## config.mk

```make
export PLATFORM = sky130hd
export DESIGN_NAME = addr3w_ctrl_reg
export DESIGN_NICKNAME = d
export VERILOG_FILES = /design/src/rtl/a3w_pkg.sv /design/src/rtl/a3w_sync.sv /design/src/rtl/a3w_shifter.sv /design/src/rtl/a3w_latch.sv /design/src/rtl/addr3w_ctrl_reg.sv
export SDC_FILE = /design/constraint.sdc
export NUM_CORES = 1
export LEC_CHECK = 0
export BUFFER_PORTS_ARGS = -buffer_cell sky130_fd_sc_hd__buf_2
export CORE_ASPECT_RATIO = 1.2
export CORE_MARGIN = 1.5
export CORE_UTILIZATION = 34
export CTS_CLUSTER_DIAMETER = 80
export DETAILED_ROUTE_END_ITERATION = 8
export GPL_ROUTABILITY_DRIVEN = 0
export PLACE_DENSITY = 0.54
export SLEW_MARGIN = 20
export SYNTH_ARGS = -nofsm -noshare
export SYNTH_HDL_FRONTEND = slang
export SYNTH_SLANG_ARGS = --single-unit
```

## constraint.sdc

```tcl
create_clock -name clk -period 2 [get_ports clk]
set_input_delay 0.2 -clock clk [delete_from_list [all_inputs] [get_ports clk]]
set_output_delay 0.2 -clock clk [all_outputs]
set_load 0.02 [all_outputs]
```

## src/rtl/a3w_pkg.sv

```systemverilog
package a3w_pkg;
    localparam int A3W_ADDR_W = 2;
    localparam int A3W_CODE_W = 14;
    localparam int A3W_REF_W  = 2;
    localparam int A3W_AUX_W  = 2;

    typedef enum logic {
        BAND_AM = 1'b0,
        BAND_FM = 1'b1
    } band_e;
endpackage

```

## src/rtl/a3w_sync.sv

```systemverilog
module a3w_sync #(
    parameter int WIDTH  = 3,
    parameter int STAGES = 2
) (
    input  logic             clk,
    input  logic             rst_n,
    input  logic [WIDTH-1:0] async_in,
    output logic [WIDTH-1:0] sync_out
);
    logic [STAGES-1:0][WIDTH-1:0] chain_d, chain_q;

    always_comb begin
        chain_d[0] = async_in;
        for (int s = 1; s < STAGES; s++) begin
            chain_d[s] = chain_q[s-1];
        end
    end

    always_ff @(posedge clk or negedge rst_n) begin
        if (!rst_n) chain_q <= '0;
        else        chain_q <= chain_d;
    end

    assign sync_out = chain_q[STAGES-1];
endmodule

```

## src/rtl/a3w_shifter.sv

```systemverilog
module a3w_shifter #(
    parameter int FRAME_LEN = 21
) (
    input  logic                 clk,
    input  logic                 rst_n,
    input  logic                 s_clk,
    input  logic                 s_data,
    input  logic                 s_en,
    output logic [FRAME_LEN-1:0] frame_bits,
    output logic                 frame_end,
    output logic                 frame_ok
);
    localparam int CNT_MAX = FRAME_LEN + 1;
    localparam int CNT_W   = $clog2(CNT_MAX + 1);

    typedef struct packed {
        logic [FRAME_LEN-1:0] sr;
        logic [CNT_W-1:0]     cnt;
        logic                 clk_prev;
        logic                 en_prev;
    } shift_st_t;

    shift_st_t st_d, st_q;

    always_comb begin
        st_d          = st_q;
        st_d.clk_prev = s_clk;
        st_d.en_prev  = s_en;
        if (s_en && !st_q.en_prev) begin
            st_d.cnt = '0;
        end else if (s_en && s_clk && !st_q.clk_prev) begin
            st_d.sr = {st_q.sr[FRAME_LEN-2:0], s_data};
            if (st_q.cnt != CNT_W'(CNT_MAX)) st_d.cnt = st_q.cnt + 1'b1;
        end
    end

    always_ff @(posedge clk or negedge rst_n) begin
        if (!rst_n) st_q <= '0;
        else        st_q <= st_d;
    end

    assign frame_bits = st_q.sr;
    assign frame_end  = st_q.en_prev && !s_en;
    assign frame_ok   = frame_end && (st_q.cnt == CNT_W'(FRAME_LEN));

    // Counter restarts at each new frame
    assert_count_restart_R10: assert property (@(posedge clk) disable iff (!rst_n)
        (s_en && !st_q.en_prev) |=> (st_q.cnt == '0));
    // Count never passes its saturation value
    assert_count_saturate_R9: assert property (@(posedge clk) disable iff (!rst_n)
        (st_q.cnt == CNT_W'(CNT_MAX)) |=> (st_q.cnt == CNT_W'(CNT_MAX) || st_q.cnt == '0));
endmodule

```

## src/rtl/a3w_latch.sv

```systemverilog
module a3w_latch #(
    parameter int               ADDR_W    = 2,
    parameter int               CODE_W    = 14,
    parameter int               REF_W     = 2,
    parameter int               AUX_W     = 2,
    parameter int               FRAME_LEN = 21,
    parameter logic [ADDR_W-1:0] DEV_ADDR = 2'b10
) (
    input  logic                 clk,
    input  logic                 rst_n,
    input  logic [FRAME_LEN-1:0] frame_bits,
    input  logic                 frame_end,
    input  logic                 frame_ok,
    output logic [CODE_W-1:0]    code,
    output logic                 band,
    output logic [REF_W-1:0]     ref_sel,
    output logic [AUX_W-1:0]     aux
);
    localparam int CODE_TOP = FRAME_LEN - ADDR_W - 1;
    localparam int BAND_POS = REF_W + AUX_W;

    typedef struct packed {
        logic [CODE_W-1:0] code;
        logic              band;
        logic [REF_W-1:0]  ref_sel;
        logic [AUX_W-1:0]  aux;
    } fields_t;

    fields_t fld_d, fld_q;
    logic [ADDR_W-1:0] frame_addr;
    logic [AUX_W-1:0]  aux_in;
    logic              load;

    assign frame_addr = frame_bits[FRAME_LEN-1 -: ADDR_W];
    assign load       = frame_ok && (frame_addr == DEV_ADDR);

    for (genvar i = 0; i < AUX_W; i++) begin : g_aux
        assign aux_in[i] = frame_bits[AUX_W-1-i];
    end

    always_comb begin
        fld_d = fld_q;
        if (load) begin
            fld_d.code    = frame_bits[CODE_TOP -: CODE_W];
            fld_d.band    = frame_bits[BAND_POS];
            fld_d.ref_sel = frame_bits[AUX_W +: REF_W];
            fld_d.aux     = aux_in;
        end
    end

    always_ff @(posedge clk or negedge rst_n) begin
        if (!rst_n) fld_q <= '0;
        else        fld_q <= fld_d;
    end

    assign code    = fld_q.code;
    assign band    = fld_q.band;
    assign ref_sel = fld_q.ref_sel;
    assign aux     = fld_q.aux;

    assert_hold_midframe_R6: assert property (@(posedge clk) disable iff (!rst_n)
        !frame_end |=> $stable(fld_q));
    assert_hold_badlen_R8: assert property (@(posedge clk) disable iff (!rst_n)
        (frame_end && !frame_ok) |=> $stable(fld_q));
    assert_hold_foreign_R7: assert property (@(posedge clk) disable iff (!rst_n)
        (frame_ok && frame_addr != DEV_ADDR) |=> $stable(fld_q));
    assert_code_loaded_R2: assert property (@(posedge clk) disable iff (!rst_n)
        (frame_ok && frame_addr == DEV_ADDR) |=> (fld_q.code == $past(frame_bits[CODE_TOP -: CODE_W])));
endmodule

```

## src/rtl/addr3w_ctrl_reg.sv

```systemverilog
module addr3w_ctrl_reg #(
    parameter int                ADDR_W      = a3w_pkg::A3W_ADDR_W,
    parameter int                CODE_W      = a3w_pkg::A3W_CODE_W,
    parameter int                REF_W       = a3w_pkg::A3W_REF_W,
    parameter int                AUX_W       = a3w_pkg::A3W_AUX_W,
    parameter int                SYNC_STAGES = 2,
    parameter logic [ADDR_W-1:0] DEV_ADDR    = 2'b10
) (
    input  logic              clk,
    input  logic              rst_n,
    input  logic              bus_clk,
    input  logic              bus_data,
    input  logic              bus_en,
    output logic [CODE_W-1:0] divide_code,
    output logic              fm_select,
    output logic [REF_W-1:0]  ref_select,
    output logic [AUX_W-1:0]  pull_dn_n
);
    import a3w_pkg::*;

    localparam int FRAME_LEN = ADDR_W + CODE_W + 1 + REF_W + AUX_W;

    logic [2:0]           bus_sync;
    logic [FRAME_LEN-1:0] frame_bits;
    logic                 frame_end, frame_ok;
    logic                 band;
    logic [AUX_W-1:0]     aux;

    a3w_sync #(.WIDTH(3), .STAGES(SYNC_STAGES)) u_sync (
        .clk      (clk),
        .rst_n    (rst_n),
        .async_in ({bus_en, bus_clk, bus_data}),
        .sync_out (bus_sync)
    );

    a3w_shifter #(.FRAME_LEN(FRAME_LEN)) u_shift (
        .clk        (clk),
        .rst_n      (rst_n),
        .s_clk      (bus_sync[1]),
        .s_data     (bus_sync[0]),
        .s_en       (bus_sync[2]),
        .frame_bits (frame_bits),
        .frame_end  (frame_end),
        .frame_ok   (frame_ok)
    );

    a3w_latch #(
        .ADDR_W(ADDR_W), .CODE_W(CODE_W), .REF_W(REF_W), .AUX_W(AUX_W),
        .FRAME_LEN(FRAME_LEN), .DEV_ADDR(DEV_ADDR)
    ) u_latch (
        .clk        (clk),
        .rst_n      (rst_n),
        .frame_bits (frame_bits),
        .frame_end  (frame_end),
        .frame_ok   (frame_ok),
        .code       (divide_code),
        .band       (band),
        .ref_sel    (ref_select),
        .aux        (aux)
    );

    assign fm_select = (band_e'(band) == BAND_FM);
    assign pull_dn_n = ~aux;

    // Latched outputs only change in the cycle after a frame end
    assert_out_stable_R6: assert property (@(posedge clk) disable iff (!rst_n)
        !frame_end |=> ($stable(pull_dn_n) && $stable(fm_select) && $stable(ref_select)));
endmodule

```

**Word-level counts from Yosys, hierarchy flattened**

Cells that the tools add are included.

- Output and inout port bits: 19
- Bits of input ports: 5
- ROM bits: 0
- Flip-flop bits (word level): 53
- Bits in writable memories: 0
- Word-level logic and storage cells: 32
- Memories: 0
- Latch bits: 0

- $add $sub $neg: 1
- Eq/ne operators: 3
- Order comparisons: 0
- Multiplexer cells: 3
- Multipliers: 0
- Shift-type cells: 0
- Divide/modulo/power cells: 0
- Bitwise operators: 2
- Reduce and logical (&&, ||, !) cells: 13

Operators with widths:

| operator | count |
|---|---|
| $mux W5 | 3 |
| $logic_and A1 B1 Y1 | 6 |
| $add A5 B1 Y5 const B | 1 |
| $eq A5 B5 Y1 const B | 1 |
| $ne A5 B5 Y1 const B | 1 |
| $reduce_and A2 Y1 | 2 |
| $reduce_bool A2 Y1 | 2 |
| $logic_not A1 Y1 | 3 |
| $eq A2 B2 Y1 const B | 1 |
| $not A2 Y2 | 1 |
| $not A1 Y1 | 1 |

**Logic depth before layout (Yosys ltp)**

- Word-level depth: 4
- Gate-level depth with buffers: 6
- Depth with buffers taken out: 5

**Modules after synthesis**

From an unflattened synthesis, not the netlist that was laid out.

- Cells, all modules: 151
- Area, all modules: 2253.4 um2

By module, submodules not included:

| module | cells each | area an instance (um2) | instances | seq. area each (um2) |
|---|---|---|---|---|
| a3w_shifter | 102 | 1317.5 | 1 | 700.7 |
| a3w_latch | 41 | 778.2 | 1 | 475.5 |
| a3w_sync | 6 | 150.1 | 1 | 150.1 |
| addr3w_ctrl_reg | 2 | 7.5 | 1 | 0.0 |

**Worst setup path after synthesis**

OpenSTA, ideal clock, no wires.

- Path type: reg-to-reg
- Start: reg u_shift.st_q[3] in the netlist's numbering
- End: reg u_latch.fld_q, in the netlist u_latch.code[10]
- Buffers on the path: 1
- Data required time: 1.875 ns
- Setup slack: 0.475 ns
- Cell stages (with the launch flop): 7
- Data arrival time: 1.400 ns
- Setup time: 0.125 ns
- Clock period less this slack: 1.525 ns
- Cell sequence: dfrtp_1 > inv_1 > ha_1 > nand4b_4 > nor2_8 > buf_12 > mux2_4

- Cells in the longest elaborated chain, start to end: 3

Ends and longest elaborated chain:

| item | RTL line | text |
|---|---|---|
| start, declared | a3w_shifter.sv:23 | `shift_st_t st_d, st_q;` |
| start signal, assigned | a3w_shifter.sv:39 | `else st_q <= st_d;` |
| $eq A5 B5 Y1 | a3w_shifter.sv:44 | `assign frame_ok = frame_end && (st_q.cnt == CNT_W'(FRAME_LEN));` |
| $logic_and A1 B1 Y1 | a3w_shifter.sv:44 |  |
| $logic_and A1 B1 Y1 | a3w_latch.sv:35 | `assign load = frame_ok && (frame_addr == DEV_ADDR);` |
| end signal, assigned | a3w_latch.sv:53 | `else fld_q <= fld_d;` |
| end, declared | a3w_latch.sv:29 | `fields_t fld_d, fld_q;` |

No other way between the ends.
A chain may end at the register's enable or synchronous reset.

**Worst setup path after layout**

- Start: reg u_shift.st_q[3] in the netlist's numbering
- End: reg u_latch.fld_q, in the netlist u_latch.band

Same word-level chain as after synthesis.

==> implementation parameters <==
Parameter                              Value

Timing
  Max Slew Vio Count ... 0
  Max Clock Skew ... 0.00834 ns
  Ratio of final minimum period to clock period ... 84.8%
  Setup-violating endpoint count in the final report ... 0
  Minimum period implied by the final worst setup slack ... 1.70 ns
  Final-layout setup total negative slack ... 0 ns
  Setup repair after global routing missed its margin ... no
  Achievable Freq ... 590 MHz
  Rel. slew slack ... 64.8%
  Count of endpoints failing hold in the final timing report ... 0
  Slew at the pin closest to its max-slew limit ... 0.526 ns

Routing
  DRC violation count after routing ... 0
  Routed Wire Length ... 3.33 mm
  Detailed-router iteration count before antenna repair ... 4
  Routed Antenna Nets ... 0
  Number of vias per cell ... 4.63
  Detailed-route wire length per cell ... 13.8 microns
  Violation count after the first detailed-routing iteration ... 70
  Total vias in the final route ... 1120

Clocking
  Buffer cell driving the clock tree root ... sky130_fd_sc_hd__clkbuf_8
  Clock latency reported for the late side of the worst-skew pair ... 0.30 ns
  Post-CTS clock slew at the launch and capture registers of the worst setup and hold paths ... 0.09 ns
  Number of sinks on the clock net ... 53
  Maximum buffer depth of the clock tree ... 2
  TritonCTS clock tree ... yes
  Htree depth ... 2
  Clock buffers created by TritonCTS ... 5

Global route
  GR Util All Layers ... 11.4%
  Largest net degree at the start of global routing ... 22
  Global-route wire length before repair ... 5.87 mm
  GR Overflow Total ... 0
  Number of global-route vias before repair ... 1220
  Antenna violations before repair ... 0

Layout
  Commonest cells after routing, fill and taps aside ... sky130_fd_sc_hd__dfrtp_1 (53), sky130_fd_sc_hd__mux2_2 (28), sky130_fd_sc_hd__buf_2 (23)
  Count of filler cells inserted in the layout ... 593
  Share of layout cells above drive strength 1 ... 48.1%
  Number of antenna cells inserted ... 0
  Area overhead of the layout relative to synthesis ... 15.8%
  Finished Core Util ... 40.8%
  Layout Nets ... 168
  Leading cell type in the layout, fill and taps excluded ... sky130_fd_sc_hd__dfrtp_1
  Sequential cell area ... 0.00133 sq mm
  Area of combinational cells with multiple inputs ... 748 sq um

Power
  Switch Pwr ... 430 uW
  Internal power ... 1.54 mW
  Worst supply voltage drop on vdd ... 564 uV
  Power per Cell Area ... 798 mW/mm^2
  Static Leakage ... 1.27 nW
  Relative contribution of sequential cells to total power ... 58.6%
  Fraction of power consumed by combinational cells ... 4.9%
  Fraction of power spent switching nets ... 21.8%
  Share of power burned in the clock network ... 36.5%

Die
  Area of the die ... 0.00676 sq mm
  Standard cell core area ... 0.00605 sq mm
  DIE WIDTH ... 75.3 microns
  Number of primary I/O pins ... 24
  Die height ... 89.7 microns
  Initial standard-cell utilization of the core ... 35.2%
  Core Rows ... 31

Critical path
  Crit path launch type ... register
  Worst Path Max Fanout ... 19
  Endpoint kind of the worst setup timing path ... register
  Worst path required time ... 2.19 ns
  Critical path arrival ... 1.88 ns
  Critical path type ... reg -> reg

Hold path
  Type of the worst min-delay path ... reg -> reg

Logic synthesis
  Synthesized net count ... 135
  Post-synthesis cell area ... 0.00213 sq mm
  Cells after synthesis ... 127
  Post-synth cell types ... 23
  Total of flip-flops plus latches after synthesis ... 53
  Average cell area after synthesis ... 16.8 sq um
  Yosys warns ... 0
  Post-synthesis sequential area ratio ... 62.2%

Flow run
  Number of maximum-capacitance violations ... 0

Place
  Half-perimeter wire length after detailed placement ... 2.29 mm
  IO Port Bufs ... 23

Status
  Outcome ... finished clean
## through the flow
step | cells | worst slack, ns | hold slack, ns | total power, mW | instance area, sq um
after floorplan | 127 | 0.475 | -0.0956 | 1.22 | 2130
after global placement | 231 | 0.349 | 0.164 | 1.26 | 2320
after detailed placement | 231 | 0.295 | 0.180 | 1.27 | 2320
after CTS | 242 | 0.294 | 0.360 | 2.00 | 2470
after global routing | 242 | 0.227 | 0.363 | 2.07 | 2470
final | 242 | 0.304 | 0.357 | 1.97 | 2470
## flip-flops by register name, summed over array words and instances (netlist names)
| register | flops |
|---|---|
| u_sync.sync_out | 3 |
| u_shift.frame_bits | 21 |
| u_sync.chain_d | 3 |
| u_latch.band | 1 |
| u_shift.st_q | 7 |
| u_latch.code | 14 |
| u_latch.aux | 2 |
| u_latch.ref_sel | 2 |
## critical path: stages (launching register included)
cell and delay [ns]:
sky130_fd_sc_hd__dfrtp_1 0.43, sky130_fd_sc_hd__inv_1 0.09, sky130_fd_sc_hd__ha_1 0.19, sky130_fd_sc_hd__nand4b_4 0.14, sky130_fd_sc_hd__nor2_8 0.36, sky130_fd_sc_hd__mux2_2 0.39
## layer usage
metal  up-vias  part of all wire [%]  track usage, %
met5         -                     0               0
met4         0                   2.0            5.36
met3         6                   3.7            3.14
met2        22                    51            17.1
met1       574                    43            15.1
li1        518                     -               -
## kinds of logic after synthesis
group / synth area share [%]
compound gates: 2.41
fa+ha+maj: 1.76
buf+inv: 2.70
flops: 62.2
mux: 23.2
simple gates: 7.69
## Yosys cell counts, drive strengths merged
library cell	number	area share [%]
a21oi	4	0.94
a311oi	1	0.41
and3b	1	0.41
and4b	1	0.47
buf	3	2.0
dfrtp	53	62
ha	3	1.8
inv	4	0.70
mux2	40	23
nand2	1	0.29
nand3	2	0.47
nand3b	1	0.94
nand4b	1	1.1
nand4bb	1	1.3
nor2	2	1.1
nor2b	1	0.29
o21ai	3	0.70
o31ai	1	0.35
or3	2	0.59
or4	2	0.70
## final timing paths
path                            cells after the start  slack, ns            endpoint               from
min in group asynchronous                           2       0.37     u_latch.code[5]              rst_n
worst max register to register                      5       0.30        u_latch.band    u_shift.st_q[3]
worst max-delay path                                5       0.30        u_latch.band    u_shift.st_q[3]
worst min-delay path                                0       0.36  u_sync.sync_out[1]  u_sync.chain_d[4]
max in group asynchronous                           3       1.01  u_sync.sync_out[1]              rst_n
worst min register to register                      0       0.36  u_sync.sync_out[1]  u_sync.chain_d[4]
## what timing repair did
item / in CTS / in global routing
gates resized for setup: 0 / 0
endpoints found under the setup margin: 0 / 0
buffers inserted: 0 / 0
hold buffers: 4 / 0
hold endpoints to repair: 22 / 0
## power groups by stage
stage / logic [mW] / registers (mW) / clock network [mW]
after floorplan: 0.0598 / 1.16 / 0
after global placement: 0.0902 / 1.17 / 0
after detailed placement: 0.0935 / 1.18 / 0
after CTS: 0.0999 / 1.16 / 0.739
after global routing: 0.111 / 1.16 / 0.796
final: 0.0967 / 1.16 / 0.719
## area by class of cell
| cell class | count | share of cell area (%) |
|---|---|---|
| multi-input cells | 67 | 30.3 |
| clock inverters | 2 | 1.57 |
| flip-flops and latches | 53 | 53.7 |
| clock buffers | 5 | 2.79 |
| repair buffers | 29 | 6.89 |
| inverters | 4 | 0.608 |
| well taps | 82 | 4.15 |
Note: power is estimated with default switching activity, not from simulation.
